File: src/rtl/csel_pkg.sv
package csel_pkg;
  // number of chip select channels
  parameter int unsigned CSEL_NUM = 4;
  // width of the decoded address and of each configuration word
  parameter int unsigned CSEL_W   = 28;
  localparam int unsigned CSEL_IDX_W = (CSEL_NUM > 1) ? $clog2(CSEL_NUM) : 1;

  typedef logic [CSEL_W-1:0] csel_word_t;

  // decoded form of one configuration word
  typedef struct packed {
    logic       valid;   // a size bit exists above bit 0
    csel_word_t cmp_msk; // 1 where address bits take part in the compare
  } csel_win_t;
endpackage

File: src/rtl/csel_cfg_regs.sv
module csel_cfg_regs
  import csel_pkg::*;
#(
  parameter int unsigned NUM_SEL = CSEL_NUM,
  parameter int unsigned IDX_W   = CSEL_IDX_W
) (
  input  logic                           clk,
  input  logic                           rst_n,
  input  logic                           wr_en,
  input  logic [IDX_W-1:0]               wr_idx,
  input  logic [CSEL_W-1:0]              wr_data,
  output logic [NUM_SEL-1:0][CSEL_W-1:0] cfg_q
);

  for (genvar i = 0; i < NUM_SEL; i++) begin : g_word
    logic hit_idx;
    assign hit_idx = wr_en && (wr_idx == IDX_W'(i));

    always_ff @(posedge clk or negedge rst_n) begin
      if (!rst_n)       cfg_q[i] <= '0;
      else if (hit_idx) cfg_q[i] <= wr_data;
    end


    wr_load_chk: assert property (@(posedge clk) disable iff (!rst_n)
      (wr_en && wr_idx == IDX_W'(i)) |=> (cfg_q[i] == $past(wr_data)));


    wr_hold_chk: assert property (@(posedge clk) disable iff (!rst_n)
      !(wr_en && wr_idx == IDX_W'(i)) |=> $stable(cfg_q[i]));


    rst_zero_chk: assert property (@(posedge clk) disable iff (!rst_n)
      (!$past(rst_n)) |-> (cfg_q[i] == '0));
  end

endmodule

File: src/rtl/csel_window_mask.sv
module csel_window_mask
  import csel_pkg::*;
(
  input  csel_word_t cfg_i,
  output csel_win_t  win_o
);

  // mask bit b is set when some word bit in [b-1:1] is set,
  // i.e. when b lies strictly above the lowest size bit
  always_comb begin
    logic run;
    run = 1'b0;
    win_o.cmp_msk = '0;
    for (int b = 1; b < CSEL_W; b++) begin
      win_o.cmp_msk[b] = run;
      run = run | cfg_i[b];
    end
    win_o.valid = run;
  end

endmodule

File: src/rtl/csel_window_match.sv
module csel_window_match
  import csel_pkg::*;
(
  input  csel_word_t cfg_i,
  input  csel_word_t addr_i,
  input  logic       claimed_i,
  output logic       sel_o
);

  csel_win_t win;

  csel_window_mask u_mask (
    .cfg_i (cfg_i),
    .win_o (win)
  );

  logic in_win;
  assign in_win = ~|((addr_i ^ cfg_i) & win.cmp_msk);
  assign sel_o  = cfg_i[0] & win.valid & claimed_i & in_win;

endmodule

File: src/rtl/csel_decoder_top.sv
module csel_decoder_top
  import csel_pkg::*;
#(
  parameter int unsigned NUM_SEL = CSEL_NUM,
  parameter int unsigned IDX_W   = CSEL_IDX_W
) (
  input  logic               clk,
  input  logic               rst_n,
  input  logic               cfg_we,
  input  logic [IDX_W-1:0]   cfg_idx,
  input  logic [CSEL_W-1:0]  cfg_data,
  input  logic [CSEL_W-1:0]  bus_addr,
  input  logic               addr_claimed,
  output logic [NUM_SEL-1:0] csel_n
);

  logic [NUM_SEL-1:0][CSEL_W-1:0] cfg_w;
  logic [NUM_SEL-1:0]             sel;

  csel_cfg_regs #(
    .NUM_SEL (NUM_SEL),
    .IDX_W   (IDX_W)
  ) u_regs (
    .clk     (clk),
    .rst_n   (rst_n),
    .wr_en   (cfg_we),
    .wr_idx  (cfg_idx),
    .wr_data (cfg_data),
    .cfg_q   (cfg_w)
  );

  for (genvar i = 0; i < NUM_SEL; i++) begin : g_ch
    csel_window_match u_match (
      .cfg_i     (cfg_w[i]),
      .addr_i    (bus_addr),
      .claimed_i (addr_claimed),
      .sel_o     (sel[i])
    );

    assign csel_n[i] = ~sel[i];


    off_quiet_chk: assert property (@(posedge clk) disable iff (!rst_n)
      !cfg_w[i][0] |-> csel_n[i]);


    empty_win_chk: assert property (@(posedge clk) disable iff (!rst_n)
      (cfg_w[i][CSEL_W-1:1] == '0) |-> csel_n[i]);


    whole_space_chk: assert property (@(posedge clk) disable iff (!rst_n)
      (cfg_w[i] == {1'b1, {(CSEL_W-2){1'b0}}, 1'b1} && addr_claimed) |-> !csel_n[i]);
  end


  unclaimed_quiet_chk: assert property (@(posedge clk) disable iff (!rst_n)
    !addr_claimed |-> (&csel_n));

endmodule

File: config.mk
export PLATFORM = sky130hd
export DESIGN_NAME = csel_decoder_top
export DESIGN_NICKNAME = d
export VERILOG_FILES = /design/src/rtl/csel_pkg.sv /design/src/rtl/csel_cfg_regs.sv /design/src/rtl/csel_window_mask.sv /design/src/rtl/csel_window_match.sv /design/src/rtl/csel_decoder_top.sv
export SDC_FILE = /design/constraint.sdc
export NUM_CORES = 1
export LEC_CHECK = 0
export ABC_AREA = 1
export BUFFER_PORTS_ARGS = -buffer_cell sky130_fd_sc_hd__buf_2
export CAP_MARGIN = 20
export CORE_ASPECT_RATIO = 0.9
export CORE_MARGIN = 1.5
export CORE_UTILIZATION = 33
export DETAILED_ROUTE_END_ITERATION = 8
export MAX_ROUTING_LAYER = met4
export PLACE_DENSITY = 0.48
export SLEW_MARGIN = 20
export SYNTH_ARGS = -nofsm -noshare
export SYNTH_HDL_FRONTEND = slang
export SYNTH_HIERARCHICAL = 1
export SYNTH_SLANG_ARGS = --single-unit
File: constraint.sdc
create_clock -name clk -period 7.5 [get_ports clk]
set_clock_uncertainty 0.15 [all_clocks]
set_input_delay 1.5 -clock clk [delete_from_list [all_inputs] [get_ports clk]]
set_output_delay 1.5 -clock clk [all_outputs]
set_load 0.02 [all_outputs]
==> impl_metrics.json, run 1 <==
{
  "status": "completed",
  "yosys.cell_types.count": 23,
  "reg2reg_depth": 2,
  "cts_buffers": 9,
  "cts_root_buf": "clkbuf_16",
  "use_met2": 0.338,
  "vias": 8146,
  "synth.area.top_cells": "dfrtp_1 (31%), nand2_1 (22%), inv_1 (11%), nand3_1 (7.0%), nand4_1 (6.1%)",
  "routabilityCongestion": 0.830,
  "wl_um": 29400,
  "overflow": 0,
  "max_clock_freq_mhz": 199,
  "critPathMaxFanout": 4,
  "use_met1": 0.325,
  "grt_use_total": 0.226,
  "combPwrFrac": 0.286,
  "postPlaceCellArea_um2": 9310,
  "synth_seq_cells": 112,
  "fin_util": 0.357,
  "syn_avg_cell_area_um2": 6.62,
  "clockBufferDepth": 2,
  "num_antenna_cells": 0,
  "syn_area_um2": 8990,
  "n_fill_cell": 2931,
  "regToRegSetupSlack_ns": 6.60,
  "biggestRegsByFlops": "u_regs/cfg_q x112",
  "drv_cap": 0,
  "worst_ep_required_time_ns": 5.85,
  "end_kind": "output pin",
  "io-pin-count": 66,
  "coreArea_um2": 26900,
  "swShare": 0.401,
  "hp-class": "reg2reg",
  "first_pass_iters": 5,
  "crit_arrival_ns": 3.38,
  "cts_setup_buffers": 0,
  "grt_start_max_net_pins": 66,
  "clock-sinks": 112,
  "top_register": "u_regs/cfg_q",
  "layout_common_cells": "nand2_1 (516), inv_1 (268), nand3_1 (126)",
  "viasPerCell": 4.66,
  "largest_register_ffs": 112,
  "finalCritPeriodShare": 0.670,
  "rows": 57,
  "die_h_um": 160,
  "p_leak_uw": 0.00525,
  "initial_core_util": 0.335,
  "holdCritStartpoint": "u_regs/cfg_q[60]",
  "power.share.clock": 0.270,
  "maxSlewHeadroom": 0.396,
  "setup_viol": 0,
  "rsz0062_at_grt": "false",
  "antenna_left": 0,
  "die_w_um": 177,
  "dieArea_um2": 28300,
  "dpl.hpwl_um": 21700,
  "htree_levels": 3,
  "syn_inst": 1359,
  "drcViolationCount": 0,
  "antenna_found_initial": 0,
  "worst_slew_pin_slew_ns": 0.906,
  "min_period_ns": 5.03,
  "area_growth_pct": 6.83,
  "crit_path_start_kind": "register",
  "finalNetCount": 1450,
  "layout_commonest_cell": "nand2_1",
  "cts_tree": "built",
  "power.internal_uw": 1130,
  "fin_area_um2": 9610,
  "cts_resized": 0,
  "ir_drop_mv": 0.103,
  "holdPathEnd": "u_regs/cfg_q[60]",
  "r2r-end": "u_regs/cfg_q[90]",
  "slew_viol_final": 0,
  "synth_top_cell_area_share": 0.312,
  "drt_iter0_markers": 618,
  "holdBufCountCts": 0,
  "met3_usage": 0.0283,
  "final.setup.tns_ns": 0,
  "port-buffer-count": 65,
  "yosys.area.top_type": "dfrtp_1",
  "finalPower_uw": 1880,
  "avgRoutedWirePerCell_um": 16.8,
  "hold_path_depth": 2,
  "grt_pass1_wl_um": 46200,
  "pwr_density_cell_nw_per_um2": 196,
  "hold_viol": 0,
  "drive_above_1_share": 0.122,
  "yosysWarnings": 6,
  "p_sw_uw": 755,
  "ys_seq_area_frac": 0.312,
  "clk_latency_ns": 0.37,
  "rr_startpoint": "u_regs/cfg_q[90]",
  "path_clk_slew_ns": 0.08,
  "p_seq_frac": 0.444,
  "busiest_layer": "met2",
  "worstSetupPathType": "reg2out",
  "grt_pass1_vias": 7642
}
==> final cells by class <==
class,instances,area [um^2],area share
Clock buffer,10,229,0.0238
Clock inverter,6,70.1,0.00729
Inverter,278,1040,0.109
Multi-Input combinational cell,917,4650,0.484
Sequential cell,112,2800,0.292
Tap cell,354,443,0.0461
Timing Repair Buffer,70,368,0.0383
==> through the flow <==
step / instances / hold WS, ns / setup WS, ns
6_report: 1747 / 0.372 / 2.47
5_1_grt: 1747 / 0.402 / 2.12
4_1_cts: 1747 / 0.372 / 2.43
3_5_place_dp: 1731 / 0.353 / 2.83
3_3_place_gp: 1731 / 0.356 / 2.86
2_1_floorplan: 1363 / 0.326 / 3.34
==> power by group through the flow <==
| stage | sequential, uW | combinational [uW] | clock [uW] |
|---|---|---|---|
| floorplan | 801 | 399 | 0 |
| global placement | 848 | 534 | 0 |
| detailed placement | 848 | 540 | 0 |
| CTS | 838 | 541 | 522 |
| global route | 856 | 621 | 539 |
| finish | 836 | 540 | 509 |
==> how the worst max path moves through the flow <==
stage / startpoint / end / slack, ns / cells after the start
floorplan: u_regs/cfg_q[2] / csel_n[0] / 3.34 / 22
global placement: u_regs/cfg_q[2] / csel_n[0] / 2.86 / 23
detailed placement: u_regs/cfg_q[58] / csel_n[2] / 2.83 / 23
CTS: u_regs/cfg_q[58] / csel_n[2] / 2.43 / 23
global route: u_regs/cfg_q[29] / csel_n[1] / 2.12 / 23
finish: u_regs/cfg_q[86] / csel_n[3] / 2.47 / 23
==> cell families after synthesis <==
logic type	share of synthesized area
simple gates	0.511
buf+inv	0.173
flops	0.312
compound gates	0.00334
other cells	0.00167
==> metal layers <==
| metal | wire [um] | vias up | share of wire |
|---|---|---|---|
| li1 | - | 4183 | - |
| met1 | 15000 | 3765 | 0.51 |
| met2 | 12900 | 174 | 0.44 |
| met3 | 1140 | 24 | 0.039 |
| met4 | 389 | 0 | 0.013 |
| met5 | 0 | - | 0 |
==> cells in the mapped netlist, drive strengths merged <==
cell type    n
nand2      517
inv        278
nand3      147
nor2       117
dfrtp      112
nand4      108
buf         56
or2         16
conb         4
o21bai       4
==> worst max-delay path, stage by stage, from the launching register on <==
cell	delay, ns
dfrtp_1	0.43
nor2_4	0.18
nand4_4	0.12
nor2_4	0.13
nand4_4	0.13
nor2_4	0.16
nand4_4	0.11
nor2_4	0.15
nand4_4	0.11
nor2_4	0.16
nand4_4	0.11
nor2_4	0.16
nand3_4	0.10
nor2_4	0.13
nand2_1	0.06
nand2_1	0.06
nor2_1	0.04
nor2_1	0.09
nand2_1	0.06
nor2_2	0.09
nand2_1	0.06
nor2_1	0.16
inv_1	0.06
buf_2	0.15
No activity file was read; power rests on OpenSTA's default activity.
==> run 2, diff against run 1 <==
PLACE_DENSITY = 0.5   (was 0.48)
clock period = 4.43 ns   (was 7.5 ns; I/O delays follow)
==> impl_metrics.json, run 2 (same netlist as run 1, synthesis figures left out) <==
{
  "layout_common_cells": "nand2_1 (516), inv_1 (267), nand3_1 (124)",
  "n_fill_cell": 2930,
  "die_w_um": 177,
  "hp-class": "reg2reg",
  "finalPower_uw": 3250,
  "slew_viol_final": 0,
  "fin_area_um2": 9910,
  "rsz0062_at_grt": "true",
  "antenna_left": 0,
  "critPathMaxFanout": 5,
  "overflow": 0,
  "p_leak_uw": 0.00543,
  "dieArea_um2": 28300,
  "worst_slew_pin_slew_ns": 0.920,
  "layout_commonest_cell": "nand2_1",
  "setup_slack_ns": -0.0286,
  "pwr_density_cell_nw_per_um2": 328,
  "grt_pass1_wl_um": 46200,
  "clock-sinks": 112,
  "crit_arrival_ns": 3.42,
  "vias": 8334,
  "grt_pass1_vias": 7624,
  "finalCritPeriodShare": 1.01,
  "drive_above_1_share": 0.150,
  "io-pin-count": 66,
  "biggestRegsByFlops": "u_regs/cfg_q x112",
  "whs_ns": 0.381,
  "initial_core_util": 0.335,
  "postPlaceCellArea_um2": 9320,
  "die_h_um": 160,
  "status": "complete, but fails checks",
  "cts_buffers": 9,
  "grt_use_total": 0.226,
  "end_kind": "output pin",
  "cts_tree": "built",
  "area_growth_pct": 10.2,
  "port-buffer-count": 65,
  "routabilityCongestion": 0.868,
  "max_clock_freq_mhz": 224,
  "violations": "setup timing",
  "maxSlewHeadroom": 0.386,
  "top_register": "u_regs/cfg_q",
  "fin_util": 0.369,
  "drv_cap": 0,
  "final.setup.tns_ns": -0.0286,
  "hold_viol": 0,
  "worstSetupPathType": "reg2out",
  "dpl.hpwl_um": 21500,
  "finalNetCount": 1483,
  "grt_start_max_net_pins": 63,
  "htree_levels": 3,
  "min_period_ns": 4.46,
  "crit_path_start_kind": "register",
  "antenna_found_initial": 1,
  "rows": 57,
  "setup_viol": 1,
  "drcViolationCount": 0,
  "cts_root_buf": "clkbuf_16",
  "first_pass_iters": 5,
  "viasPerCell": 4.68,
  "path_clk_slew_ns": 0.08,
  "ir_drop_mv": 0.179,
  "drt_iter0_markers": 594,
  "clockBufferDepth": 2,
  "coreArea_um2": 26900,
  "clk_latency_ns": 0.38,
  "wl_um": 29900,
  "largest_register_ffs": 112,
  "avgRoutedWirePerCell_um": 16.8,
  "worst_ep_required_time_ns": 3.39
}
run 2: critical path, stage by stage (launching register included):
cell and delay (ns):
dfrtp_2 0.45, nor2_4 0.16, nand4_4 0.12, nor2_4 0.16, nand4_4 0.11, nor2_4 0.18, nand4_4 0.11, nor2_4 0.16
nand4_4 0.10, nor2_4 0.19, nand4_4 0.11, nor2_4 0.19, nand3_4 0.10, nor2_4 0.16, nand2_1 0.07, nand2_1 0.06
nor2_1 0.05, nor2_1 0.08, nand2_1 0.06, nor2_2 0.07, nand2_1 0.07, nor2_2 0.09, inv_1 0.06, buf_6 0.13
run 2: final cells by class:
| cell class | count | area (um^2) | share of cell area |
|---|---|---|---|
| antenna | 1 | 2.50 | 0.000252 |
| clock inverter | 5 | 63.8 | 0.00644 |
| tap | 354 | 443 | 0.0447 |
| inverter | 278 | 1040 | 0.105 |
| timing repair buffer | 103 | 641 | 0.0646 |
| sequential | 112 | 2810 | 0.283 |
| clock buffer | 10 | 239 | 0.0241 |
| multi-input combinational | 917 | 4670 | 0.471 |
run 2: worst paths after layout:
check	startpoint	end	slack [ns]	cells after the start
worst max-delay path	u_regs/cfg_q[85]	csel_n[3]	-0.03	23
max in group asynchronous	rst_n	u_regs/cfg_q[57]	2.73	2
min in group asynchronous	rst_n	u_regs/cfg_q[49]	0.47	1
worst max register to register	u_regs/cfg_q[29]	u_regs/cfg_q[29]	3.47	3
worst min register to register	u_regs/cfg_q[49]	u_regs/cfg_q[49]	0.38	2
worst min-delay path	u_regs/cfg_q[49]	u_regs/cfg_q[49]	0.38	2
run 2: what timing repair did:
action / 4_1_cts / 5_1_grt
hold buffers: 0 / 0
pin swaps: 16 / 48
cloned: 0 / 0
endpoints found under the setup margin: 3 / 4
gates resized for setup: 8 / 11
buffers inserted: 9 / 23
run 2: through the flow:
step	worst slack [ns]	std cells
6_report	-0.0286	1780
5_1_grt	-0.320	1780
4_1_cts	-0.0120	1756
3_5_place_dp	0.365	1732
3_3_place_gp	0.383	1732
2_1_floorplan	0.886	1363
run 2: metal layers:
layer | GRT usage | routed length (um) | vias to the layer above
li1 | - | - | 4258
met1 | 0.320 | 14700 | 3871
met2 | 0.338 | 13300 | 177
met3 | 0.0290 | 1360 | 28
met4 | 0.0578 | 487 | 0
met5 | - | 0 | -
run 2: power breakdown:
group / leakage, uW / switching [uW] / total [uW] / internal (uW)
Clock: 0.000146 / 429 / 887 / 458
Combinational: 0.00389 / 639 / 954 / 314
Sequential: 0.00139 / 223 / 1410 / 1190
